File: src/rtl/vtg_pkg.sv
package vtg_pkg;

  typedef enum logic {STD_525 = 1'b0, STD_625 = 1'b1} vstd_e;

  typedef enum logic [1:0] {RG_EAV, RG_ANC, RG_SAV, RG_ACT} region_e;

  typedef struct packed {
    logic h;
    logic v;
    logic f;
  } flags_t;

  function automatic int frame_lines(vstd_e s);
    return (s == STD_625) ? 625 : 525;
  endfunction

  // vertical blanking membership per standard
  function automatic logic in_vbi(vstd_e s, int ln);
    if (s == STD_625)
      return (ln >= 624) || (ln <= 22) || (ln >= 311 && ln <= 335);
    return (ln == 525) || (ln <= 21) || (ln >= 262 && ln <= 284);
  endfunction

  // lines free of sync/equalization pulses; late_half marks second half of active
  function automatic logic in_open(vstd_e s, int ln, logic late_half);
    if (s == STD_625)
      return (ln >= 7 && ln <= 22) || (ln >= 319 && ln <= 335);
    return (ln >= 10 && ln <= 21) || (ln >= 274 && ln <= 284) ||
           (ln == 273 && late_half);
  endfunction

  function automatic logic field_bit(vstd_e s, int ln);
    if (s == STD_625)
      return ln >= 313;
    return (ln >= 266) || (ln <= 3);
  endfunction

  function automatic logic [7:0] xy_word(flags_t fl);
    return {1'b1, fl.f, fl.v, fl.h,
            fl.v ^ fl.h, fl.f ^ fl.h, fl.f ^ fl.v, fl.f ^ fl.v ^ fl.h};
  endfunction

  function automatic logic [7:0] code_byte(logic [1:0] idx, flags_t fl);
    case (idx)
      2'd0:    return 8'hFF;
      2'd3:    return xy_word(fl);
      default: return 8'h00;
    endcase
  endfunction

endpackage

File: src/rtl/vtg_counter.sv
module vtg_counter
  import vtg_pkg::*;
#(
  parameter int POS_W   = 11,
  parameter int LINE_W  = 10,
  parameter int LEN_525 = 1716,
  parameter int LEN_625 = 1728
) (
  input  logic              clk,
  input  logic              rst_n,
  input  logic              ce,
  input  logic              std_sel,
  output logic [POS_W-1:0]  pos,
  output logic [LINE_W-1:0] line,
  output vstd_e             std_eff,
  output logic              frame_top,
  output logic              line_start
);

  localparam logic [POS_W-1:0]  LAST_525 = POS_W'(LEN_525 - 1);
  localparam logic [POS_W-1:0]  LAST_625 = POS_W'(LEN_625 - 1);
  localparam logic [LINE_W-1:0] TOP_LINE = LINE_W'(1);

  logic [POS_W-1:0]  pos_q;
  logic [LINE_W-1:0] line_q;
  vstd_e             std_q;
  logic              last_pos, last_line;

  assign frame_top  = (pos_q == '0) && (line_q == TOP_LINE);
  assign line_start = ce && (pos_q == '0);
  assign std_eff    = frame_top ? vstd_e'(std_sel) : std_q;
  assign last_pos   = pos_q == ((std_eff == STD_625) ? LAST_625 : LAST_525);
  assign last_line  = line_q == LINE_W'(frame_lines(std_eff));

  always_ff @(posedge clk or negedge rst_n) begin
    if (!rst_n) begin
      pos_q  <= '0;
      line_q <= TOP_LINE;
      std_q  <= STD_525;
    end else if (ce) begin
      std_q <= std_eff;
      if (last_pos) begin
        pos_q  <= '0;
        line_q <= last_line ? TOP_LINE : line_q + 1'b1;
      end else begin
        pos_q <= pos_q + 1'b1;
      end
    end
  end

  assign pos  = pos_q;
  assign line = line_q;

endmodule

File: src/rtl/vtg_decode.sv
module vtg_decode
  import vtg_pkg::*;
#(
  parameter int POS_W   = 11,
  parameter int LINE_W  = 10,
  parameter int ACT_LEN = 1440,
  parameter int ANC_525 = 268,
  parameter int ANC_625 = 280
) (
  input  logic [POS_W-1:0]  pos,
  input  logic [LINE_W-1:0] line,
  input  vstd_e             std,
  output flags_t            flags,
  output region_e           region,
  output logic [1:0]        code_idx,
  output logic              blank_odd,
  output logic              open_slot
);

  localparam logic [POS_W-1:0] SAV_525 = POS_W'(4 + ANC_525);
  localparam logic [POS_W-1:0] SAV_625 = POS_W'(4 + ANC_625);
  localparam logic [POS_W-1:0] ACT_525 = POS_W'(8 + ANC_525);
  localparam logic [POS_W-1:0] ACT_625 = POS_W'(8 + ANC_625);
  localparam logic [POS_W-1:0] HALF    = POS_W'(ACT_LEN / 2);
  localparam logic [POS_W-1:0] CODE_N  = POS_W'(4);

  logic [POS_W-1:0] sav_at, act_at, sav_off, act_off;
  logic             late_half;

  always_comb begin
    sav_at  = (std == STD_625) ? SAV_625 : SAV_525;
    act_at  = (std == STD_625) ? ACT_625 : ACT_525;
    sav_off = pos - sav_at;
    act_off = pos - act_at;

    if (pos < CODE_N)      region = RG_EAV;
    else if (pos < sav_at) region = RG_ANC;
    else if (pos < act_at) region = RG_SAV;
    else                   region = RG_ACT;

    code_idx  = (region == RG_SAV) ? sav_off[1:0] : pos[1:0];
    // ancillary starts at an even position, so pos parity is its offset parity
    blank_odd = (region == RG_ANC) ? pos[0] : act_off[0];
    late_half = act_off >= HALF;

    flags.h = pos < sav_at;
    flags.v = in_vbi(std, int'(line));
    flags.f = field_bit(std, int'(line));

    open_slot = (region == RG_ACT) && flags.v &&
                in_open(std, int'(line), late_half);
  end

endmodule

File: src/rtl/vtg_stream.sv
module vtg_stream
  import vtg_pkg::*;
(
  input  logic       clk,
  input  logic       rst_n,
  input  logic       ce,
  input  region_e    region,
  input  logic [1:0] code_idx,
  input  logic       blank_odd,
  input  flags_t     flags,
  input  logic       open_slot,
  input  logic       partial_blank,
  input  logic [7:0] din,
  output logic [7:0] dout,
  output logic       h_out,
  output logic       v_out,
  output logic       f_out,
  output logic       pass_out
);

  logic       pass_nxt;
  logic [7:0] blank_byte, byte_nxt;

  always_comb begin
    pass_nxt   = partial_blank && open_slot;
    blank_byte = blank_odd ? 8'h10 : 8'h80;
    case (region)
      RG_EAV, RG_SAV: byte_nxt = code_byte(code_idx, flags);
      RG_ANC:         byte_nxt = blank_byte;
      default:        byte_nxt = (!flags.v || pass_nxt) ? din : blank_byte;
    endcase
  end

  always_ff @(posedge clk or negedge rst_n) begin
    if (!rst_n) begin
      dout     <= '0;
      h_out    <= 1'b0;
      v_out    <= 1'b0;
      f_out    <= 1'b0;
      pass_out <= 1'b0;
    end else if (ce) begin
      dout     <= byte_nxt;
      h_out    <= flags.h;
      v_out    <= flags.v;
      f_out    <= flags.f;
      pass_out <= pass_nxt;
    end
  end

endmodule

File: src/rtl/vid_timing_gen.sv
module vid_timing_gen
  import vtg_pkg::*;
#(
  parameter int ACT_LEN = 1440,
  parameter int ANC_525 = 268,
  parameter int ANC_625 = 280
) (
  input  logic       clk,
  input  logic       rst_n,
  input  logic       ce,
  input  logic       std_sel,
  input  logic       partial_blank,
  input  logic [7:0] din,
  output logic [7:0] dout,
  output logic       h_flag,
  output logic       v_flag,
  output logic       f_flag,
  output logic       vbi_pass
);

  localparam int LEN_525 = 8 + ANC_525 + ACT_LEN;
  localparam int LEN_625 = 8 + ANC_625 + ACT_LEN;
  localparam int LEN_MAX = (LEN_625 > LEN_525) ? LEN_625 : LEN_525;
  localparam int POS_W   = $clog2(LEN_MAX);
  localparam int LINE_W  = $clog2(626);

  // named internal events, observed by the bound checker
  logic [POS_W-1:0]  pos;
  logic [LINE_W-1:0] line;
  vstd_e             std_eff;
  logic              frame_top, line_start;
  flags_t            flags;
  region_e           region;
  logic [1:0]        code_idx;
  logic              blank_odd, open_slot;

  vtg_counter #(
    .POS_W(POS_W), .LINE_W(LINE_W), .LEN_525(LEN_525), .LEN_625(LEN_625)
  ) i_counter (
    .clk(clk), .rst_n(rst_n), .ce(ce), .std_sel(std_sel),
    .pos(pos), .line(line), .std_eff(std_eff),
    .frame_top(frame_top), .line_start(line_start)
  );

  vtg_decode #(
    .POS_W(POS_W), .LINE_W(LINE_W), .ACT_LEN(ACT_LEN),
    .ANC_525(ANC_525), .ANC_625(ANC_625)
  ) i_decode (
    .pos(pos), .line(line), .std(std_eff), .flags(flags), .region(region),
    .code_idx(code_idx), .blank_odd(blank_odd), .open_slot(open_slot)
  );

  vtg_stream i_stream (
    .clk(clk), .rst_n(rst_n), .ce(ce), .region(region),
    .code_idx(code_idx), .blank_odd(blank_odd), .flags(flags),
    .open_slot(open_slot), .partial_blank(partial_blank), .din(din),
    .dout(dout), .h_out(h_flag), .v_out(v_flag), .f_out(f_flag),
    .pass_out(vbi_pass)
  );

endmodule

File: config.mk
export PLATFORM = sky130hd
export DESIGN_NAME = vid_timing_gen
export DESIGN_NICKNAME = d
export VERILOG_FILES = /design/src/rtl/vtg_pkg.sv /design/src/rtl/vtg_counter.sv /design/src/rtl/vtg_decode.sv /design/src/rtl/vtg_stream.sv /design/src/rtl/vid_timing_gen.sv
export SDC_FILE = /design/constraint.sdc
export NUM_CORES = 1
export LEC_CHECK = 0
export ABC_AREA = 1
export BUFFER_PORTS_ARGS = -buffer_cell sky130_fd_sc_hd__buf_2
export CAP_MARGIN = 10
export CORE_MARGIN = 1
export CORE_UTILIZATION = 67
export CTS_BUF_LIST = sky130_fd_sc_hd__clkbuf_4
export CTS_CLUSTER_SIZE = 14
export DETAILED_ROUTE_END_ITERATION = 16
export PLACE_DENSITY = 0.95
export SLEW_MARGIN = 10
export SYNTH_ARGS = -nofsm -noshare
export SYNTH_HDL_FRONTEND = slang
export SYNTH_HIERARCHICAL = 1
export SYNTH_SLANG_ARGS = --single-unit
File: constraint.sdc
create_clock -name clk -period 6.3 [get_ports clk]
set_input_delay 0.63 -clock clk [delete_from_list [all_inputs] [get_ports clk]]
set_output_delay 0.63 -clock clk [all_outputs]
set_load 0.005 [all_outputs]
# After elaboration in Yosys (flattened, before gate mapping)
# Index checks and enable logic that the tools add are counted.
# W data, S select, Z words.
[totals]
reg_bits = 34
in_bits = 13
wordCells = 92
[classes]
add_sub_neg = 4
magnitude_cmp = 18
n_eq_ne = 9
mux = 23
bitwise_logic = 4
n_reduce_logical = 26
[ops]
columns = ["op", "n"]
rows = [
  ["$ge A10 B9 Y1 const B", 6],
  ["$pmux W8 S2", 2],
  ["$lt A11 B9 Y1", 2],
  ["$eq A10 B10 Y1 const B", 2],
  ["$le A10 B5 Y1 const B", 2],
  ["$le A10 B9 Y1 const B", 2],
  ["$mux W8", 2],
  ["$add A11 B1 Y11 const B", 1],
  ["$eq A11 B11 Y1", 1],
  ["$ge A11 B10 Y1 const B", 1],
  ["$logic_and A1 B1 Y1", 11],
  ["$logic_not A11 Y1", 1],
  ["$lt A11 B3 Y1 const B", 1],
  ["$mux W11", 1],
  ["$sub A11 B9 Y11", 1],
  ["$add A10 B1 Y10 const B", 1],
  ["$eq A10 B1 Y1 const B", 1],
  ["$eq A10 B10 Y1", 1],
  ["$ge A10 B10 Y1 const B", 1],
  ["$ge A10 B3 Y1 const B", 1],
  ["$ge A10 B4 Y1 const B", 1],
  ["$le A10 B2 Y1 const B", 1],
  ["$mux W1", 10],
  ["$mux W10", 1],
  ["13 further kinds", 30],
]

# Depth between registers and ports, before layout
# Gate-level depths: netlist (run 1).
[depth]
depth_word = 15
depth_mapped = 31
mapped_depth_nobuf = 31

# By module
# The synthesis (run 1) kept the hierarchy.
[modules_own_cells]
columns = ["module", "n_inst", "cells_each", "area_per_inst_um2", "seq_area_each_um2"]
rows = [
  ["vtg_counter", 1, 184, 1480.2, 551.8],
  ["vtg_decode", 1, 187, 933.4, 0.0],
  ["vtg_stream", 1, 102, 732.0, 300.3],
]

# Worst setup path before layout (run 1)
# Ideal clock, no wire load.
[synth_path]
path_kind = "reg-to-reg"
from = "reg i_counter.line_q[0] (netlist: i_counter/line[0])"
to = "reg i_stream.dout[0]"
t_arrival_ns = 3.215
setup_slack_ns = 3.008
path_stages_with_launch = 27
period_less_slack_ns = 3.292
path_cell_list = "dfstp_2 > ha_1 > inv_1 > nor2_1 > nand3_2 > nor2_4 > nand2_4 > nand2_4 > nand2_4 > inv_1 > inv_1 > ha_1 > a21oi_1 > nand2_1 > nand2_1 > nand2_1 > nand2_1 > nand2_1 > nor2_1 > nand3_1 > nand2_1 > nand2_1 > a21oi_2 > a21oi_4 > nor2_4 > a21oi_1 > a21oi_1"
[synth_between]
elab_chain_cells = 15
elab_cells_between_ends = 68
classes_between = "1 x add/sub; 17 x order compare; 7 x eq/ne; 17 x mux; 2 x bitwise; 24 x reduce/logical"
[synth_rtl]
columns = ["element", "line_no", "text"]
rows = [
  ["from (decl)", "vtg_counter.sv:25", "logic [LINE_W-1:0] line_q;"],
  ["from (signal assigned)", "vtg_counter.sv:44", "line_q <= last_line ? TOP_LINE : line_q + 1'b1;"],
  ["$eq A10 B1 Y1 *", "vtg_counter.sv:29", "assign frame_top = (pos_q == '0) && (line_q == TOP_LINE);"],
  ["$logic_and A1 B1 Y1 *", "vtg_counter.sv:29", ""],
  ["$mux W1 *", "vtg_counter.sv:31", "assign std_eff = frame_top ? vstd_e'(std_sel) : std_q;"],
  ["named net std_eff", "vid_timing_gen.sv:30", "vstd_e std_eff;"],
  ["branches (longest 7 deep; another with $sub A11 B9 Y11)", "-", ""],
  ["$logic_and A1 B1 Y1 *", "vtg_decode.sv:50", "open_slot = (region == RG_ACT) && flags.v &&"],
  ["named net open_slot", "vid_timing_gen.sv:35", "logic blank_odd, open_slot;"],
  ["$logic_and A1 B1 Y1 *", "vtg_stream.sv:25", "pass_nxt = partial_blank && open_slot;"],
  ["$logic_or A1 B1 Y1 *", "vtg_stream.sv:30", "default: byte_nxt = (!flags.v || pass_nxt) ? din : blank_byte;"],
  ["$mux W8 *", "vtg_stream.sv:30", ""],
  ["$pmux W8 S2 *", "vtg_stream.sv:27", "case (region)"],
  ["to (signal assigned)", "vtg_stream.sv:42", "dout <= byte_nxt;"],
  ["to (decl)", "vtg_stream.sv:14", "output logic [7:0] dout,"],
]
# Mark *: on every way through the listed nets, which the timed path passes. The select of a mux whose other input is x is not followed.
# A chain may end at the register's enable or synchronous reset.

# Worst setup path in the final report (run 1)
# Same ends and word-level chain as after synthesis.

==> metrics.md, run 1 <==
| Metric | Value |
|---|---|
| Die area | 4960 um2 |
| Nets | 518 |
| Wire per inst | 13.7 um |
| Critical path destination | i_stream/dout[0] |
| Hold crit path type | in2async |
| Fill cells | roughly 340 |
| Synth Cell Area | between 3000 and 4000 um2 |
| # diodes | 0 |
| Worst EP arrival | 4.20 ns |
| DR pass1 iterations | 5 |
| Resize count post-CTS | 0 |
| Clock sinks | 34 |
| Share of total power in the clock network | between 20% and 30% |
| Syn Area/Cell | 6.66 um2 |
| Most frequent cells in the layout | nand2_1 (133), inv_1 (55), nor2_1 (49), nand3_1 (46), dfrtp_1 (33) |
| Top-Level Pins | 25 |
| Slowest stage delay, CP | 0.64 ns |
| Reg clk slew, reported paths | approximately 0.11 ns |
| Critical Path Sink Type | register |
| Cell row count | 24 |
| WHS | 0.348 ns |
| IO Port Bufs | 24 |
| Max-slew violations | 0 |
| Net Sw Frac | about 40% |
| Share of layout cells above drive strength 1 | roughly 16% |
| Setup violations, final | 0 |
| Worst Setup SP | i_counter/line[0] |
| VDD IR max | approximately 0.16 mV |
| Static Leak | between 1.5 and 2 nW |
| Final Cycle Share | 62.2% |
| Fmax | 255 MHz |
| H-tree level count | 2 |
| Post-DP HPWL | roughly 5700 um |
| Reg2reg setup slack | between 2 and 2.5 ns |
| Clk Tree Root Cell | clkbuf_4 |
| Vias/cell | 5.75 |
| Critical Path Slowest Stage Cell | dfstp_2 |
| WL final | 7450 um |
| Stages on the worst setup path | 26 |
| CP dominant cell by count | nand2_1 |
| Vias in the first global route | around 3000 |
| Initial Utilization | between 70% and 80% |
| Initial drt markers | about 230 |
| Pwr dens | ~180 nW/um2 |
| Initial antenna violation count | 0 |
| CP required | between 6 and 7 ns |
| Final core occ | between 70% and 80% |
| GP Congestion | roughly 0.92 |
| Area grow syn2layout | 5.27% |
| DIE WIDTH | between 70 and 80 um |
| Synthesis Warnings | 6 |
| Grt ovf | 0 |
| Final hold vios | 0 |
| Clk buf depth | 2 |
| Largest net degree at the start of global routing | 35 |
| Final ANT Viol Nets | 0 |
| Combinational fraction of design power | between 30% and 40% |
| Final setup skew | around 0.012 ns |
| Cell family with most CP delay | simple AND/OR/NAND/NOR gates |
| CTS buffer count | 5 |
| CTS tree | done |
| CTS Hold Buffers Added | 0 |
| Core area | about 4400 um2 |
| Postcts setup bufs | 0 |
| Slew Limit Headroom | between 40% and 50% |
| FF-to-FF Start | i_counter/line[0] |
| Total Power | ~600 uW |
| Residual DRC | 0 |
| Non-filler cells in the finished layout | about 550 |
| Via count | between 3000 and 4000 |
| Actual slew at the worst max-slew pin | 0.776 ns |
| TNS Setup | 0 ns |
| Depth of the most critical reg-to-reg path | 26 |
| Synthesized Nets | approximately 500 |
| Period minus WS final | 3.92 ns |
| RR Endpoint | i_stream/dout[0] |
| Max-cap viol count | 0 |
| CP max FO | 10 |
| Global Route Usage Sum | between 30% and 40% |
| Commonest non-fill, non-tap cell in the layout | nand2_1 |
| Int Power | ~360 uW |
| Sw Pwr | ~230 uW |
| Post-synthesis cell count | around 470 |
| Critical Path Start Type | register |
| Placed insts | about 540 |
| Buf/Inv on CP | 3 |
| Die span in y | slightly above 70 um |
| RSZ-0062 raised after global routing | no |
| Reg power frac | 46.6% |
| Setup Crit Path Kind | reg2reg |
| First-pass GRT wire length | 12600 um |
| Outcome | completed |
| Clock latency on the worst-skew pair | around 0.34 ns |
[worst register-to-register path, delay by kind of cell (launching register included)]
| family | cells | cell delay (ns) |
|---|---|---|
| adder cells (fa/ha/maj) | 2 | 0.54 |
| buffers and inverters | 3 | 0.44 |
| AND/OR/NAND/NOR | 16 | 1.51 |
| AO/OA/AOI/OAI | 5 | 0.72 |
| flip-flops | 1 | 0.64 |
[worst min path at each step]
stage / slack, ns / depth (start not counted) / to / from
3_5_place_dp: 0.47 / 2 / i_stream/v_out / i_stream/v_out
2_1_floorplan: 0.33 / 0 / i_counter/line[1] / rst_n
4_1_cts: 0.36 / 1 / i_stream/dout[5] / rst_n
6_report: 0.35 / 1 / i_stream/dout[5] / rst_n
3_3_place_gp: 0.46 / 2 / i_stream/dout[4] / i_stream/dout[4]
5_1_grt: 0.41 / 1 / i_stream/dout[7] / rst_n
[metal layers]
layer / vias up / track usage (%) / share of wire (%)
met1: 1426 / 38.0 / 41
met3: 21 / 4.76 / 5.9
met4: 0 / 12.4 / 2.9
met2: 127 / 56.4 / 50
li1: 1559 / - / -
met5: - / 0 / 0
[power by group through the flow]
stage	clock, mW	combinational, mW	sequential, mW
after detailed placement	0	0.194	0.280
final	0.120	0.197	0.276
after floorplan	0	0.156	0.270
after global placement	0	0.187	0.279
after global routing	0.132	0.224	0.281
after CTS	0.124	0.195	0.276
[registers in the layout, summed over array words and instances (netlist names)]
register / count
i_counter/pos: 11
i_counter/line: 10
i_stream/dout: 8
i_counter/std_q: 1
i_stream/f_out: 1
i_stream/h_out: 1
i_stream/pass_out: 1
i_stream/v_out: 1
[layout make-up]
| type | instances | area, um2 | area share, % |
|---|---|---|---|
| clock buffer | 6 | 45.0 | 1.36 |
| clock inverter | 2 | 8.76 | 0.265 |
| inverter | 68 | 255 | 7.73 |
| multi-input combinational | 359 | 1960 | 59.2 |
| sequential | 34 | 852 | 25.8 |
| tap | 52 | 65.1 | 1.97 |
| timing repair buffer | 24 | 120 | 3.64 |
[stage by stage]
| stage | instance area [um2] | setup WS (ns) |
|---|---|---|
| 6_report | 3300 | 2.38 |
| 2_1_floorplan | 3140 | 3.02 |
| 3_3_place_gp | 3250 | 2.77 |
| 4_1_cts | 3300 | 2.43 |
| 5_1_grt | 3300 | 2.06 |
| 3_5_place_dp | 3250 | 2.50 |
Power figures use the tool's default switching activity.
==> inputs of run 2 (changes only) <==
- ABC_AREA: 1 -> 0
- CORE_UTILIZATION: 67 -> 56
- PLACE_DENSITY: 0.95 -> 0.87
- clock period: 6.3 -> 3.19 ns (I/O delays scaled with it)
==> run 2 against run 1 <==
- the flow now finishes with violations (setup timing)
- first-iteration DRC count rose by 49%
- worst hold slack worse by 0.31 ns
- power grew to 3.0 times the previous value
- final cell count fell by 15%
- sequential power increased by 92%
- register-to-register slack worse by 3.1 ns
- core utilization shrank 0.85 points
- worst setup slack lost 3.1 ns
- clock skew is 0.011 ns higher
==> metrics.md, run 2 <==
| Metric | Value |
|---|---|
| Vias/cell | 6.36 (was 5.75) |
| Residual DRC | 0 (unchanged) |
| Initial drt markers | 336 (was 226) |
| Most frequent cells in the layout | buf_4 (47), dfrtp_1 (33), nand2_1 (30), nor2_1 (27), buf_2 (24) (was nand2_1 (133), inv_1 (55), nor2_1 (49), nand3_1 (46), dfrtp_1 (33)) |
| Final ANT Viol Nets | 0 (unchanged) |
| Clk buf depth | 2 (unchanged) |
| Max reg flops | 11 (unchanged) |
| Cell row count | 25 (was 24) |
| DIE WIDTH | 72.7 um (was 70.4 um) |
| Clock sinks | 34 (unchanged) |
| Synth Cell Area | 2800 um2 (was 3140 um2) |
| Outcome | complete, but fails checks (was completed) |
| Die span in y | 72.7 um (was 70.4 um) |
| Setup Crit Path Kind | reg2reg (unchanged) |
| Via count | 2939 (was 3133) |
| CP max FO | 5 (was 10) |
| Final Cycle Share | 124% (was 62.2%) |
| Max-slew violations | 0 (unchanged) |
| Depth of the most critical reg-to-reg path | 14 (was 26) |
| Area occupied by multi-input gates | 1970 um2 (was 1960 um2) |
| Failing checks | setup timing |
| Placed insts | 447 (was 537) |
| Total Power | 1.78 mW (was 593 uW) |
| Setup violations, final | 10 (was 0) |
| GP Congestion | 0.937 (was 0.922) |
| Actual slew at the worst max-slew pin | 0.754 ns (was 0.776 ns) |
| Fill cells | 319 (was 339) |
| CTS buffer count | 5 (unchanged) |
| Post-synthesis cell count | 333 (was 471) |
| VDD IR max | 0.472 mV (was 0.158 mV) |
| # diodes | 0 (unchanged) |
| Non-filler cells in the finished layout | 462 (was 545) |
| Clk Tree Root Cell | clkbuf_4 (unchanged) |
| Slew Limit Headroom | 49.7% (was 48.2%) |
| Share of layout cells above drive strength 1 | 32.9% (was 16.2%) |
| Commonest non-fill, non-tap cell in the layout | buf_4 (was nand2_1) |
| WL final | 7740 um (was 7450 um) |
| Period minus WS final | 3.95 ns (was 3.92 ns) |
| Vias in the first global route | 2710 (was 2948) |
| Finished Cell Area | 3520 um2 (was 3300 um2) |
| Grt ovf | 0 (unchanged) |
| Critical Path Sink Type | register (unchanged) |
| Synthesized Nets | 359 (was 497) |
| Placed cell area | 3310 um2 (was 3250 um2) |
| Reg clk slew, reported paths | 0.11 ns (about the same) |
| Largest net degree at the start of global routing | 37 (was 35) |
| Reg2reg setup slack | -0.76 ns (was 2.38 ns) |
| Static Leak | 1.58 nW (was 1.61 nW) |
| First-pass GRT wire length | 12600 um (about the same) |
| Wire per inst | 16.8 um (was 13.7 um) |
| Core area | 4750 um2 (was 4410 um2) |
| CTS Hold Buffers Added | 0 (unchanged) |
| Global Route Usage Sum | 31.1% (was 31.7%) |
| Initial Utilization | 58.9% (was 71.1%) |
| Final hold vios | 0 (unchanged) |
| RSZ-0062 raised after global routing | yes (was no) |
| Die area | 5290 um2 (was 4960 um2) |
| Top-Level Pins | 25 (unchanged) |
| Area grow syn2layout | 25.4% (was 5.27%) |
| Post-DP HPWL | 5320 um (was 5740 um) |
| PnR worst setup slack | -0.758 ns (was 2.38 ns) |
| DR pass1 iterations | 5 (unchanged) |
| H-tree level count | 2 (unchanged) |
| Nets | 420 (was 518) |
| Clock latency on the worst-skew pair | 0.35 ns (was 0.34 ns) |
| Final setup skew | 0.0235 ns (was 0.0121 ns) |
| CP required | 3.42 ns (was 6.58 ns) |
| CTS tree | done (unchanged) |
| Syn Area/Cell | 8.42 um2 (was 6.66 um2) |
| Initial antenna violation count | 0 (unchanged) |
| Fmax | 253 MHz (was 255 MHz) |
| Max-cap viol count | 0 (unchanged) |
| Critical Path Start Type | register (unchanged) |
| RR Endpoint | i_stream/dout[4] (was i_stream/dout[0]) |
| IO Port Bufs | 24 (unchanged) |
| Hold crit path type | in2async (unchanged) |
| Worst EP arrival | 4.18 ns (was 4.20 ns) |
| Synthesis Warnings | 6 (unchanged) |
| Pwr dens | 506 nW/um2 (was 180 nW/um2) |
| Register Area | 852 um2 (unchanged) |
| FF-to-FF Start | i_counter/pos[7] (was i_counter/line[0]) |
## run 2: routing by layer
| metal | global-route usage [%] | up-vias | wire, um |
|---|---|---|---|
| met3 | 4.14 | 24 | 501 |
| met2 | 55.1 | 146 | 3930 |
| li1 | - | 1337 | - |
| met4 | 12.2 | 0 | 255 |
| met5 | 0 | - | 0 |
| met1 | 38.4 | 1432 | 3060 |
## run 2: timing repair
item | 4_1_cts | 5_1_grt
resized for setup | 19 | 4
endpoints found under the setup margin | 10 | 10
setup buffers | 4 | 3
pin swaps | 10 | 3
## run 2: critical path, cell delays in order (launching register included)
cell       delay, ns
dfrtp_1         0.40
nor4_1          0.42
nand3b_1        0.15
nor4b_2         0.33
mux2_4          0.37
ha_4            0.33
nand2_2         0.07
a2bb2oi_4       0.17
mux2i_1         0.13
a2111oi_2       0.34
o221ai_1        0.17
a211oi_2        0.26
a21bo_1         0.18
mux2_4          0.30
o221a_1         0.22
## run 2: cell type report
class                      instances  area share [%]
clock buffer                       8            1.71
inverter                          19            2.10
multi-input combinational        263            56.1
timing repair buffer              71            13.5
tap                               67            2.38
sequential                        34            24.2
## run 2: how the worst max path moves through the flow
stage | start | endpoint | cells after the start
floorplan | i_counter/line[0] | i_stream/dout[4] | 17
CTS | i_counter/line[0] | i_stream/dout[4] | 17
global placement | i_counter/line[0] | i_stream/dout[4] | 17
global route | i_counter/pos[0] | i_stream/dout[4] | 18
detailed placement | i_counter/pos[0] | i_stream/dout[4] | 18
finish | i_counter/pos[7] | i_stream/dout[4] | 14
## run 2: metrics by stage
stage	setup TNS (ns)	hold WS [ns]	setup WS (ns)	utilization (%)
floorplan	-3.89	0.0234	-0.762	-
global placement	-4.94	0.419	-0.708	69.6
detailed placement	-5.69	0.423	-0.770	69.6
CTS	-5.35	0.0392	-0.759	72.9
global route	-7.29	0.0816	-0.925	73.9
finish	-5.63	0.0364	-0.758	73.9
## run 2: power by group
group,total (mW),switching (mW),internal [mW]
sequential,0.531,0.0395,0.492
clock,0.252,0.139,0.113
combinational,0.995,0.508,0.486
total,1.78,0.686,1.09
